**src/rtl/dclk_pkg.sv**
```systemverilog
package dclk_pkg;
  localparam int HOUR_W = 4;
  localparam int MS_W   = 6;

  function automatic logic [HOUR_W-1:0] next_hour(input logic [HOUR_W-1:0] h);
    return (h == 4'd12) ? 4'd1 : h + 4'd1;
  endfunction

  function automatic logic [MS_W-1:0] next_sixty(input logic [MS_W-1:0] v);
    return (v == 6'd59) ? 6'd0 : v + 6'd1;
  endfunction
endpackage

```
**src/rtl/dclk_refgen.sv**
```systemverilog
module dclk_refgen #(
  parameter int DIV_LOG2 = 12
) (
  input  logic clk,
  input  logic clr,
  input  logic use_ext,
  input  logic ext_ref,
  output logic tick,
  output logic ref_out
);
  logic [DIV_LOG2-1:0] div_cnt;
  logic [2:0]          sync_q;

  always_ff @(posedge clk or posedge clr) begin
    if (clr) begin
      div_cnt <= '0;
      sync_q  <= '0;
    end else begin
      div_cnt <= div_cnt + 1'b1;
      sync_q  <= {sync_q[1:0], ext_ref};
    end
  end

  assign tick    = use_ext ? (sync_q[1] & ~sync_q[2]) : (&div_cnt);
  assign ref_out = use_ext ? sync_q[1] : div_cnt[DIV_LOG2-1];

  // After an internal tick the divider restarts in its low half.
  assert_divwrap_R2: assert property (@(posedge clk) disable iff (clr)
    (!use_ext && tick) |=> (use_ext || !ref_out));
  // An external edge yields a single-cycle tick.
  assert_extpulse_R3: assert property (@(posedge clk) disable iff (clr)
    (use_ext && tick) |=> (!use_ext || !tick));
endmodule

```
**src/rtl/dclk_secgen.sv**
```systemverilog
module dclk_secgen #(
  parameter int TICKS_PER_SEC = 1024
) (
  input  logic clk,
  input  logic clr,
  input  logic tick,
  output logic sec_pulse,
  output logic colon
);
  localparam int FW = (TICKS_PER_SEC > 1) ? $clog2(TICKS_PER_SEC) : 1;
  localparam logic [FW-1:0] LAST = FW'(TICKS_PER_SEC - 1);
  localparam logic [FW-1:0] HALF = FW'(TICKS_PER_SEC / 2);

  logic [FW-1:0] frac;

  always_ff @(posedge clk or posedge clr) begin
    if (clr) frac <= '0;
    else if (tick) frac <= (frac == LAST) ? '0 : frac + 1'b1;
  end

  assign sec_pulse = tick && (frac == LAST);
  assign colon     = (frac < HALF);

  assert_colon_new_sec_R4: assert property (@(posedge clk) disable iff (clr)
    sec_pulse |=> colon);
endmodule

```
**src/rtl/dclk_stepper.sv**
```systemverilog
module dclk_stepper #(
  parameter int REPEAT_TICKS = 512
) (
  input  logic clk,
  input  logic clr,
  input  logic req,
  input  logic tick,
  output logic step
);
  localparam int RW = (REPEAT_TICKS > 1) ? $clog2(REPEAT_TICKS) : 1;
  localparam logic [RW-1:0] RLAST = RW'(REPEAT_TICKS - 1);

  logic          prev;
  logic [RW-1:0] rpt;
  logic          rise;

  assign rise = req & ~prev;

  always_ff @(posedge clk or posedge clr) begin
    if (clr) begin
      prev <= 1'b0;
      rpt  <= '0;
    end else begin
      prev <= req;
      if (!req || rise) rpt <= '0;
      else if (tick)    rpt <= (rpt == RLAST) ? '0 : rpt + 1'b1;
    end
  end

  assign step = rise | (req & prev & tick & (rpt == RLAST));

  assert_no_step_idle_R10: assert property (@(posedge clk) disable iff (clr)
    !req |-> !step);
endmodule

```
**src/rtl/dclk_timekeep.sv**
```systemverilog
module dclk_timekeep
  import dclk_pkg::*;
(
  input  logic              clk,
  input  logic              clr,
  input  logic              sec_pulse,
  input  logic              hr_step,
  input  logic              min_step,
  input  logic              snap_step,
  output logic [HOUR_W-1:0] hours,
  output logic [MS_W-1:0]   minutes,
  output logic [MS_W-1:0]   seconds
);
  logic [HOUR_W-1:0] h_n;
  logic [MS_W-1:0]   m_n, s_n;

  always_comb begin
    h_n = hours;
    m_n = minutes;
    s_n = seconds;
    if (snap_step) begin
      s_n = '0;
      if (seconds >= 6'd30) begin
        m_n = next_sixty(minutes);
        if (minutes == 6'd59) h_n = next_hour(hours);
      end
    end else if (hr_step || min_step) begin
      if (hr_step) h_n = next_hour(hours);
      if (min_step) begin
        m_n = next_sixty(minutes);
        s_n = '0;
      end
    end else if (sec_pulse) begin
      s_n = next_sixty(seconds);
      if (seconds == 6'd59) begin
        m_n = next_sixty(minutes);
        if (minutes == 6'd59) h_n = next_hour(hours);
      end
    end
  end

  always_ff @(posedge clk or posedge clr) begin
    if (clr) begin
      hours   <= 4'd12;
      minutes <= '0;
      seconds <= '0;
    end else begin
      hours   <= h_n;
      minutes <= m_n;
      seconds <= s_n;
    end
  end

  assert_field_range_R5: assert property (@(posedge clk) disable iff (clr)
    (hours >= 4'd1) && (hours <= 4'd12) && (minutes < 6'd60) && (seconds < 6'd60));
  assert_min_clears_sec_R6: assert property (@(posedge clk) disable iff (clr)
    (min_step && !snap_step) |=> (seconds == 6'd0));
  assert_hour_roll_R7: assert property (@(posedge clk) disable iff (clr)
    (hr_step && !snap_step && hours == 4'd12) |=> (hours == 4'd1));
  assert_snap_zero_R9: assert property (@(posedge clk) disable iff (clr)
    snap_step |=> (seconds == 6'd0));
  assert_quiet_hold_R11: assert property (@(posedge clk) disable iff (clr)
    !(snap_step || hr_step || min_step || sec_pulse) |=> $stable({hours, minutes, seconds}));
endmodule

```
**src/rtl/dashclock_core.sv**
```systemverilog
module dashclock_core
  import dclk_pkg::*;
#(
  parameter int DIV_LOG2      = 12,
  parameter int TICKS_PER_SEC = 1024,
  parameter int REPEAT_TICKS  = TICKS_PER_SEC / 2
) (
  input  logic              clk,
  input  logic              clr,
  input  logic              use_ext,
  input  logic              ext_ref,
  input  logic              show_en,
  input  logic              hr_adj,
  input  logic              min_adj,
  input  logic              snap_req,
  output logic              ref_out,
  output logic              colon,
  output logic [HOUR_W-1:0] hours,
  output logic [MS_W-1:0]   minutes,
  output logic [MS_W-1:0]   seconds
);
  logic tick, sec_pulse;
  logic hr_step, min_step, snap_step;
  logic snap_gated, snap_prev;
  logic [1:0] adj_req, adj_step;

  dclk_refgen #(.DIV_LOG2(DIV_LOG2)) u_ref (
    .clk(clk), .clr(clr), .use_ext(use_ext), .ext_ref(ext_ref),
    .tick(tick), .ref_out(ref_out)
  );

  dclk_secgen #(.TICKS_PER_SEC(TICKS_PER_SEC)) u_sec (
    .clk(clk), .clr(clr), .tick(tick), .sec_pulse(sec_pulse), .colon(colon)
  );

  assign adj_req = {hr_adj & show_en, min_adj & show_en};

  for (genvar g = 0; g < 2; g++) begin : g_adj
    dclk_stepper #(.REPEAT_TICKS(REPEAT_TICKS)) u_step (
      .clk(clk), .clr(clr), .req(adj_req[g]), .tick(tick), .step(adj_step[g])
    );
  end

  assign min_step = adj_step[0];
  assign hr_step  = adj_step[1];

  assign snap_gated = snap_req & show_en;
  always_ff @(posedge clk or posedge clr) begin
    if (clr) snap_prev <= 1'b0;
    else     snap_prev <= snap_gated;
  end
  assign snap_step = snap_gated & ~snap_prev;

  dclk_timekeep u_time (
    .clk(clk), .clr(clr), .sec_pulse(sec_pulse),
    .hr_step(hr_step), .min_step(min_step), .snap_step(snap_step),
    .hours(hours), .minutes(minutes), .seconds(seconds)
  );

  assert_blank_lock_R10: assert property (@(posedge clk) disable iff (clr)
    !show_en |-> !(hr_step || min_step || snap_step));
endmodule

```
**config.mk**
```make
export PLATFORM = sky130hd
export DESIGN_NAME = dashclock_core
export DESIGN_NICKNAME = d
export VERILOG_FILES = /design/src/rtl/dclk_pkg.sv /design/src/rtl/dclk_refgen.sv /design/src/rtl/dclk_secgen.sv /design/src/rtl/dclk_stepper.sv /design/src/rtl/dclk_timekeep.sv /design/src/rtl/dashclock_core.sv
export SDC_FILE = /design/constraint.sdc
export NUM_CORES = 1
export LEC_CHECK = 0
export BUFFER_PORTS_ARGS = -buffer_cell sky130_fd_sc_hd__clkbuf_2
export CAP_MARGIN = 20
export CORE_MARGIN = 2
export CORE_UTILIZATION = 50
export CTS_BUF_LIST = sky130_fd_sc_hd__clkbuf_16
export CTS_CLUSTER_SIZE = 14
export DETAILED_ROUTE_END_ITERATION = 10
export GPL_TIMING_DRIVEN = 1
export HOLD_SLACK_MARGIN = 0.05
export PLACE_DENSITY = 0.69
export RECOVER_POWER = 50
export REMOVE_ABC_BUFFERS = 1
export SLEW_MARGIN = 15
export SYNTH_ARGS = -nofsm -noshare
export SYNTH_HDL_FRONTEND = slang
export SYNTH_SLANG_ARGS = --single-unit
```
**constraint.sdc**
```tcl
create_clock -name clk -period 4.45 [get_ports clk]
set_input_delay 0.89 -clock clk [delete_from_list [all_inputs] [get_ports clk]]
set_output_delay 0.89 -clock clk [all_outputs]
set_load 0.05 [all_outputs]
```
==> results.sh, run 1 <==
export IMPL_cts_buffers=9
export IMPL_antenna_found_initial=0
export IMPL_viasPerCell=5.607
export IMPL_fin_util=0.5995
export IMPL_synthArstFlopShare=1.000
export IMPL_hpwlAfterDp_um=4183
export IMPL_post_cts_repair_setup_buffers=0
export IMPL_portBuffers=25
export IMPL_via_count=2467
export IMPL_clockBufferDepth=2
export IMPL_crit_slowest_cell="or4_1"
export IMPL_crit_buf_inv=0
export IMPL_grt_pass1_wl_um=10380
export IMPL_synth_distinct_cells=50
export IMPL_insertion_delay_ns=0.32
export IMPL_route_detailed_drc=0
export IMPL_drtIter0Drc=105
export IMPL_crit_path_frequent_cell="and3_1"
export IMPL_path_clk_slew_ns=0.05
export IMPL_crit_fanout=12
export IMPL_overflow=0
export IMPL_layout_common_cells="dfrtp_1 (60), nor2_1 (34), nand2_1 (25)"
export IMPL_finalInstanceArea_um2=3612
export IMPL_fin_crit_sh=0.7455
export IMPL_ys_top_cells_by_area="dfrtp_1 (47%), ha_1 (4.3%), nor2_1 (4.0%), o21ai_0 (3.2%), nand2_1 (3.0%)"
export IMPL_finalCriticalPeriod_ns=3.318
export IMPL_crit_chain="ha_1, and3_1, and3_1, and3_1, ha_1, nand3b_1, or4_1, a31o_1, o221a_1, or2_4, o41ai_1"
export IMPL_diodes=0
export IMPL_start_kind="register"
export IMPL_violations="capacitance limit, slew limit"
export IMPL_core_um2=6026
export IMPL_avgSynthCellArea_um2=9.593
export IMPL_skew_ns=0.006718
export IMPL_power_density_nw_per_um2=456.5
export IMPL_die_y_um=83.57
export IMPL_synth_edff_count=0
export IMPL_io_pins=26
export IMPL_synth_flop_cell="dfrtp_1"
export IMPL_critPathArrivalTime_ns=3.53
export IMPL_grt_max_degree=43
export IMPL_status="finished with violations"
export IMPL_critical_path_top_delay_family="simple AND/OR/NAND/NOR gates"
export IMPL_post_cts_resized=0
export IMPL_drv_slew=43
export IMPL_drv_cap=1
export IMPL_synth_seq_cells=62
export IMPL_routed_wl_um=6023
export IMPL_dpl_cell_area_um2=3373
export IMPL_numClockSinks=62
export IMPL_hp_class="reg -> reg"
export IMPL_synth_largest_area_cell="dfrtp_1"
export IMPL_grt_util_all_layers=0.1806
export IMPL_cp_end_kind="register"
export IMPL_root_buffer="clkbuf_16"
export IMPL_fillers=533
export IMPL_layoutNonFillerInstCount=440
export IMPL_tightestPinTransition_ns=1.511
export IMPL_tns_ns=0
export IMPL_final_hold_violation_count=0
export IMPL_final_common_cell="dfrtp_1"
export IMPL_worstPathRequired_ns=4.66
export IMPL_ys_seq_area_frac=0.4909
export IMPL_layout_drive_gt1_share=0.1233
export IMPL_synth_cells=330
export IMPL_synth_top_cell_area_share=0.4743
export IMPL_ir_drop_mv=0.4004
export IMPL_die_width_um=83.57
export IMPL_area_delta_synth_final_pct=14.11
export IMPL_rows=28
export IMPL_dieArea_um2=6984
export IMPL_fmax_ghz=0.3014
export IMPL_cts_tree="yes"
export IMPL_drt_pass1_iter_count=4
export IMPL_nNetsFinal=379
export IMPL_setup_violations=0
export IMPL_htreeDepth=3
export IMPL_crit_path_max_incr_delay_ns=0.41
export IMPL_fin_hold_ws_ns=0.3460
export IMPL_placed_cells=424
export IMPL_gp_congestion=0.8009
export IMPL_synth_warnings=0
export IMPL_critical_path_class="reg -> reg"
export IMPL_grt_pass1_vias=2279
export IMPL_start_util=0.5253
export IMPL_slew_limit_headroom=-0.008573
export IMPL_leakage_nw=1.692
export IMPL_antenna_left=0
export IMPL_synthesis_area_um2=3166
export IMPL_holdBufCountCts=0
export IMPL_routedWlPerCell_um=13.69
export IMPL_rsz0062_at_grt="no"
-- per-stage QoR --
step	total power, W	setup slack [ns]
global route	0.001734	0.8823
detailed placement	0.001058	1.125
CTS	0.001666	1.133
global placement	0.001051	1.241
floorplan	0.0009686	1.410
finish	0.001649	1.132
-- cell usage after synthesis, drive strengths merged (4+ instances only) --
master	instances
dfrtp	60
nor2	34
o21ai	28
nand2	25
a21oi	17
inv	15
nand3	13
and3	12
ha	11
nor3	10
clkbuf	9
xnor2	9
nand2b	8
xor2	8
nand3b	6
nand4	5
o31ai	5
a31oi	4
and2	4
mux2i	4
-- path summary, 6_finish.rpt --
path                                             start                     end  slack (ns)  depth (start not counted)
worst max-delay path            g_adj[0].u_step.rpt[0]         u_time.hours[3]        1.13                         11
worst min-delay path                   u_ref.sync_q[0]         u_ref.sync_q[1]        0.35                          0
worst max register to register  g_adj[0].u_step.rpt[0]         u_time.hours[3]        1.13                         11
worst min register to register         u_ref.sync_q[0]         u_ref.sync_q[1]        0.35                          0
max in group asynchronous                          clr       u_time.seconds[5]        1.72                          3
min in group asynchronous                          clr  g_adj[0].u_step.rpt[2]        1.00                          2
-- registers in the layout, summed over array words and instances, names as in the netlist --
name	cells
u_ref.div_cnt	12
u_time.seconds	6
g_adj.u_step.prev	2
snap_prev	1
u_ref.sync_q	3
u_time.minutes	6
g_adj.u_step.rpt	18
u_time.hours	4
u_sec.frac	10
-- area by class of cell --
class	count	area, um^2	share of cell area
clock buffer	9	225.2	0.06235
clock inverter	7	33.78	0.009352
inverter	15	56.30	0.01559
multi-input combinational	244	1510	0.4181
sequential	62	1554	0.4302
tap	75	93.84	0.02598
timing repair buffer	28	138.9	0.03845
-- per-layer routing --
layer	share of wire	up-vias	wire, um	GRT usage
met3	0.032	4	192	0.04649
li1	-	1237	-	-
met2	0.45	37	2705	0.2771
met1	0.51	1189	3095	0.2505
met5	0	-	0	0
met4	0.0048	0	29	0.06012
-- logic make-up (layout without fill, tap and decap cells) --
family | after synthesis | in the layout | synth area share
flip-flops | 62 | 62 | 0.4909
adder cells (fa/ha/maj) | 11 | 11 | 0.04348
multiplexers | 5 | 5 | 0.01621
buffers and inverters | 24 | 59 | 0.02846
XOR/XNOR | 17 | 17 | 0.04704
AND/OR/NAND/NOR | 135 | 135 | 0.2233
AO/OA/AOI/OAI | 76 | 76 | 0.1506
-- where the power goes --
group          leakage [nW]  total [W]  internal (W)  switching, W
clock                 0.131   0.000602      0.000367      0.000235
combinational         0.746   0.000349     0.0000977      0.000252
sequential            0.815   0.000698      0.000626     0.0000722
total                  1.69    0.00165       0.00109      0.000559
No activity file was read; power rests on OpenSTA's default activity.
==> run 2, diff against run 1 <==
- PLACE_DENSITY: 0.69 -> 0.71
- clock period: 4.45 -> 2.7 ns (I/O delays scaled with it)
==> results.sh, run 2 (synthesis results as in run 1) <==
export IMPL_crit_fanout=4
export IMPL_rr_worst_depth=11
export IMPL_path_depth=11
export IMPL_overflow=0
export IMPL_ir_drop_mv=0.6309
export IMPL_cts_tree="yes"
export IMPL_hold_depth=1
export IMPL_violations="capacitance limit, setup timing"
export IMPL_gp_congestion=0.7769
export IMPL_fmax_ghz=0.3471
export IMPL_skew_ns=0.005664
export IMPL_area_delta_synth_final_pct=25.89
export IMPL_critPathArrivalTime_ns=3.08
export IMPL_numClockSinks=62
export IMPL_die_width_um=83.57
export IMPL_antenna_found_initial=0
export IMPL_layout_drive_gt1_share=0.2404
export IMPL_drv_cap=1
export IMPL_finalCriticalPeriod_ns=2.881
export IMPL_grt_pass1_wl_um=11740
export IMPL_die_y_um=83.57
export IMPL_htreeDepth=3
export IMPL_slew_limit_headroom=0.008447
export IMPL_grt_util_all_layers=0.2050
export IMPL_core_um2=6026
export IMPL_viasPerCell=5.620
export IMPL_crit_path_max_incr_delay_ns=0.39
export IMPL_layout_common_cells="dfrtp_1 (60), nor2_1 (34), clkbuf_2 (26)"
export IMPL_critical_path_class="reg -> reg"
export IMPL_largestRegisters="g_adj.u_step.rpt (18), u_ref.div_cnt (12), u_sec.frac (10)"
export IMPL_crit_chain="ha_2, and3_4, and3_4, and3_4, ha_4, nand3b_1, or4_1, a31o_1, o221a_1, or2_4, mux2_4"
export IMPL_layoutNonFillerInstCount=466
export IMPL_hp_class="in -> reg"
export IMPL_grt_pass1_vias=2547
export IMPL_nNetsFinal=405
export IMPL_tightestPinTransition_ns=1.487
export IMPL_status="finished with violations"
export IMPL_crit_slowest_cell="or4_1"
export IMPL_insertion_delay_ns=0.32
export IMPL_worstPathRequired_ns=2.90
export IMPL_setup_violations=9
export IMPL_rows=28
export IMPL_critical_path_top_delay_family="simple AND/OR/NAND/NOR gates"
export IMPL_finalInstanceArea_um2=3985
export IMPL_start_util=0.5253
export IMPL_crit_path_frequent_cell="and3_4"
export IMPL_worst_slack_ns=-0.1813
export IMPL_routed_wl_um=6731
export IMPL_power_density_nw_per_um2=737.6
export IMPL_fin_crit_sh=1.067
export IMPL_portBuffers=25
export IMPL_hpwlAfterDp_um=4338
export IMPL_cp_end_kind="register"
export IMPL_cts_buffers=9
export IMPL_final_hold_violation_count=0
export IMPL_fillers=477
export IMPL_routedWlPerCell_um=14.44
export IMPL_largest_reg_flops=18
export IMPL_route_detailed_drc=0
export IMPL_drt_pass1_iter_count=4
export IMPL_clockBufferDepth=2
export IMPL_leakage_nw=1.864
export IMPL_placed_cells=446
export IMPL_start_kind="register"
export IMPL_diodes=0
export IMPL_grt_max_degree=63
export IMPL_drtIter0Drc=110
export IMPL_dieArea_um2=6984
export IMPL_rsz0062_at_grt="yes"
export IMPL_pre_cts_slack_ns=-0.2443
export IMPL_io_pins=26
export IMPL_via_count=2619
export IMPL_root_buffer="clkbuf_16"
export IMPL_top_register="g_adj.u_step.rpt"
export IMPL_crit_buf_inv=0
export IMPL_dpl_cell_area_um2=3551
export IMPL_antenna_left=0
export IMPL_path_clk_slew_ns=0.05
export IMPL_final_common_cell="dfrtp_1"
export IMPL_drv_slew=0
==> run 2: changes by cell type in the layout (fill, tap and decap cells not counted), sizes merged <==
cell,previous run,this run
buf,1,28
clkinv,5,7
clkinvlp,1,0
bufinv,0,1
inv,16,14
clkbuf,36,35
==> run 2: power breakdown <==
part           switching, W  total (W)  internal, W  leakage (nW)
registers          0.000142    0.00117      0.00103         0.815
clock network      0.000388    0.00109     0.000706         0.144
logic              0.000466   0.000673     0.000207         0.905
total              0.000995    0.00294      0.00194          1.86
==> run 2: timing repair <==
| item | 4_1_cts | 5_1_grt |
|---|---|---|
| resized for setup | 17 | 8 |
| pin swaps | 11 | 4 |
| buffers inserted | 1 | 3 |
| hold buffers | 0 | 0 |
| setup endpoints to repair | 9 | 10 |
==> run 2: cell type report <==
cell class,count,area [um^2],area share
Timing Repair Buffer,54,351.6,0.08823
Clock buffer,9,225.2,0.05651
Tap cell,75,93.84,0.02355
Inverter,15,56.30,0.01413
Sequential cell,62,1554,0.3900
Clock inverter,7,65.06,0.01633
Multi-Input combinational cell,244,1639,0.4113
==> run 2: per-layer routing <==
| metal | vias up | share of wire | GRT usage | wire length (um) |
|---|---|---|---|---|
| li1 | 1295 | - | - | - |
| met1 | 1275 | 0.47 | 0.2673 | 3131 |
| met2 | 45 | 0.50 | 0.3382 | 3398 |
| met3 | 4 | 0.025 | 0.03561 | 165 |
| met4 | 0 | 0.0055 | 0.08504 | 37 |
| met5 | - | 0 | 0 | 0 |
==> run 2: worst paths after layout <==
kind	from	to	slack, ns
hold / removal	ext_ref	u_ref.sync_q[0]	0.33
hold reg to reg	u_ref.sync_q[0]	u_ref.sync_q[1]	0.35
setup / recovery	g_adj[0].u_step.rpt[0]	u_time.hours[1]	-0.18
min in group asynchronous	clr	u_ref.div_cnt[4]	0.70
setup reg to reg	g_adj[0].u_step.rpt[0]	u_time.hours[1]	-0.18
max in group asynchronous	clr	g_adj[1].u_step.rpt[5]	1.10
==> run 2: stage by stage <==
step	util	hold slack (ns)	total power (W)	TNS [ns]
after detailed placement	0.5893	0.3425	0.001767	-1.077
after CTS	0.6532	0.2680	0.002924	-0.6691
after global placement	0.5893	0.3372	0.001743	-0.4982
after global routing	0.6613	0.3152	0.003090	-1.923
after floorplan	-	0.3312	0.001596	-1.704
final	0.6613	0.3263	0.002939	-0.8254
==> run 3, diff against run 2 <==
- CELL_PAD_IN_SITES_DETAIL_PLACEMENT: unset -> 0
- CELL_PAD_IN_SITES_GLOBAL_PLACEMENT: unset -> 2
- CORE_ASPECT_RATIO: unset -> 1.2
- CORE_UTILIZATION: 50 -> 34
- GPL_ROUTABILITY_DRIVEN: unset -> 1
- PLACE_DENSITY: 0.71 -> unset
- PLACE_DENSITY_LB_ADDON: unset -> 0.1
==> results.sh, run 3 (synthesis results as in run 1) <==
export IMPL_status="finished with violations"
export IMPL_violations="setup timing"
export IMPL_r2r_setup_slack_ns=-0.21
export IMPL_fmax_ghz=0.3439
export IMPL_slew_limit_headroom=0.3224
export IMPL_numClockSinks=62
export IMPL_worstPathRequired_ns=2.92
export IMPL_antenna_found_initial=0
export IMPL_dieArea_um2=10100
export IMPL_route_detailed_drc=0
export IMPL_cp_end_kind="register"
export IMPL_hp_start="ext_ref"
export IMPL_start_util=0.3504
export IMPL_die_width_um=92.09
export IMPL_portBuffers=25
export IMPL_final_common_cell="dfrtp_1"
export IMPL_root_buffer="clkbuf_16"
export IMPL_power_density_nw_per_um2=735.0
export IMPL_ir_drop_mv=0.6924
export IMPL_switching_share=0.3486
export IMPL_skew_ns=0.007389
export IMPL_antenna_left=0
export IMPL_critical_path_class="reg -> reg"
export IMPL_worst_slack_ns=-0.2080
export IMPL_io_pins=26
export IMPL_htreeDepth=3
export IMPL_fin_hold_ws_ns=0.3085
export IMPL_fin_crit_sh=1.077
export IMPL_grt_max_degree=38
export IMPL_clockBufferDepth=2
export IMPL_routedWlPerCell_um=13.86
export IMPL_crit_fanout=3
export IMPL_grt_util_all_layers=0.1547
export IMPL_r2r_end="u_time.hours[1]"
export IMPL_setup_violations=10
export IMPL_die_y_um=109.7
export IMPL_start_kind="register"
export IMPL_nNetsFinal=407
export IMPL_crit_chain="ha_2, and3_4, and3_4, and3_4, ha_4, nand3b_1, or4_4, a31o_4, o221a_1, or2_4, mux2_4"
export IMPL_hold_depth=1
export IMPL_pwr_share_comb=0.217
export IMPL_grt_pass1_wl_um=12410
export IMPL_p_switching_w=0.001047
export IMPL_seq_power_share=0.386
export IMPL_finalCriticalPeriod_ns=2.908
export IMPL_area_delta_synth_final_pct=29.13
export IMPL_r2r_start="g_adj[0].u_step.rpt[1]"
export IMPL_gp_congestion=0.7540
export IMPL_insertion_delay_ns=0.33
export IMPL_rows=38
export IMPL_grt_pass1_vias=2623
export IMPL_p_int_w=0.001957
export IMPL_cts_tree="yes"
export IMPL_crit_path_frequent_cell="and3_4"
export IMPL_dpl_cell_area_um2=3637
export IMPL_fin_total_pwr_w=0.003005
export IMPL_critPathArrivalTime_ns=3.12
export IMPL_layout_common_cells="dfrtp_1 (60), nor2_1 (34), buf_4 (26)"
export IMPL_top_register="g_adj.u_step.rpt"
export IMPL_crit_path_max_incr_delay_ns=0.43
export IMPL_diodes=0
export IMPL_cts_buffers=9
export IMPL_overflow=0
export IMPL_hpwlAfterDp_um=4929
export IMPL_largestRegisters="g_adj.u_step.rpt (18), u_ref.div_cnt (12), u_sec.frac (10)"
export IMPL_drv_cap=0
export IMPL_layout_drive_gt1_share=0.2570
export IMPL_tightestPinTransition_ns=1.015
export IMPL_rsz0062_at_grt="yes"
export IMPL_viasPerCell=5.029
export IMPL_drv_slew=0
export IMPL_crit_slowest_cell="or4_4"
export IMPL_drtIter0Drc=59
export IMPL_largest_reg_flops=18
export IMPL_drt_pass1_iter_count=4
export IMPL_whs_endpoint="u_ref.sync_q[0]"
export IMPL_rr_worst_depth=11
export IMPL_final_hold_violation_count=0
export IMPL_clock_power_share=0.397
export IMPL_path_clk_slew_ns=0.06
export IMPL_hp_class="in -> reg"
export IMPL_via_count=2580
export IMPL_leakage_nw=1.884
export IMPL_finalInstanceArea_um2=4088
export IMPL_routed_wl_um=7112
export IMPL_core_um2=9034
run 3: changes by cell type in the layout (fill, tap and decap cells not counted), sizes merged:
cell,delta
clkinv,-6
inv,+4
buf,+2
clkinvlp,+2
run 3: worst max path at each step:
stage	cells after the start	to	startpoint	slack [ns]
3_5_place_dp	12	u_time.hours[3]	g_adj[0].u_step.rpt[0]	-0.29
5_1_grt	12	u_time.hours[3]	g_adj[0].u_step.rpt[1]	-0.33
6_report	11	u_time.hours[1]	g_adj[0].u_step.rpt[1]	-0.21
3_3_place_gp	11	u_time.hours[1]	g_adj[0].u_step.rpt[0]	-0.19
4_1_cts	11	u_time.hours[1]	g_adj[0].u_step.rpt[1]	-0.22
2_1_floorplan	11	u_time.hours[1]	g_adj[0].u_step.rpt[0]	-0.34
run 3: stage by stage:
step	setup TNS [ns]	cells	utilization	setup WS (ns)
CTS	-1.054	513	0.4474	-0.2170
finish	-1.060	513	0.4525	-0.2080
global route	-2.360	513	0.4525	-0.3346
detailed placement	-1.545	495	0.4026	-0.2890
floorplan	-1.704	321	-	-0.3401
global placement	-0.8633	495	0.4026	-0.1899
run 3: timing repair:
item | in CTS | in global routing
pin swaps | 10 | 4
buffers inserted | 2 | 0
hold endpoints to repair | 0 | 0
endpoints found under the setup margin | 10 | 15
resized for setup | 18 | 10
hold buffers | 0 | 0
run 3: worst max-delay path: cells and delay by family (launching register included):
family                     cells  cell delay (ns)
AOI/OAI and AO/OA              2             0.52
and+or+nand+nor                6             1.31
DFF                            1             0.35
muxes                          1             0.30
adders and majority gates      2             0.31
run 3: area by class of cell:
cell class                 instances  area, um^2
clock buffer                       9       225.2
clock inverter                     7       80.08
fill                             893        4946
inverter                          15       56.30
multi-input combinational        244        1653
sequential                        62        1554
tap                              120       150.1
timing repair buffer              56       369.1
run 3: power by group through the flow:
stage	Combinational (W)	Clock (W)	Sequential [W]
3_3_place_gp	0.000601	0	0.00117
4_1_cts	0.000629	0.00121	0.00116
2_1_floorplan	0.000230	0	0.00137
5_1_grt	0.000714	0.00126	0.00119
6_report	0.000653	0.00119	0.00116
3_5_place_dp	0.000604	0	0.00117
run 3: metal layers:
metal / vias up / share of wire / track usage
li1: 1301 / - / -
met5: - / 0 / 0
met3: 10 / 0.030 / 0.03427
met4: 0 / 0.019 / 0.06716
met1: 1241 / 0.47 / 0.1977
met2: 28 / 0.48 / 0.2537
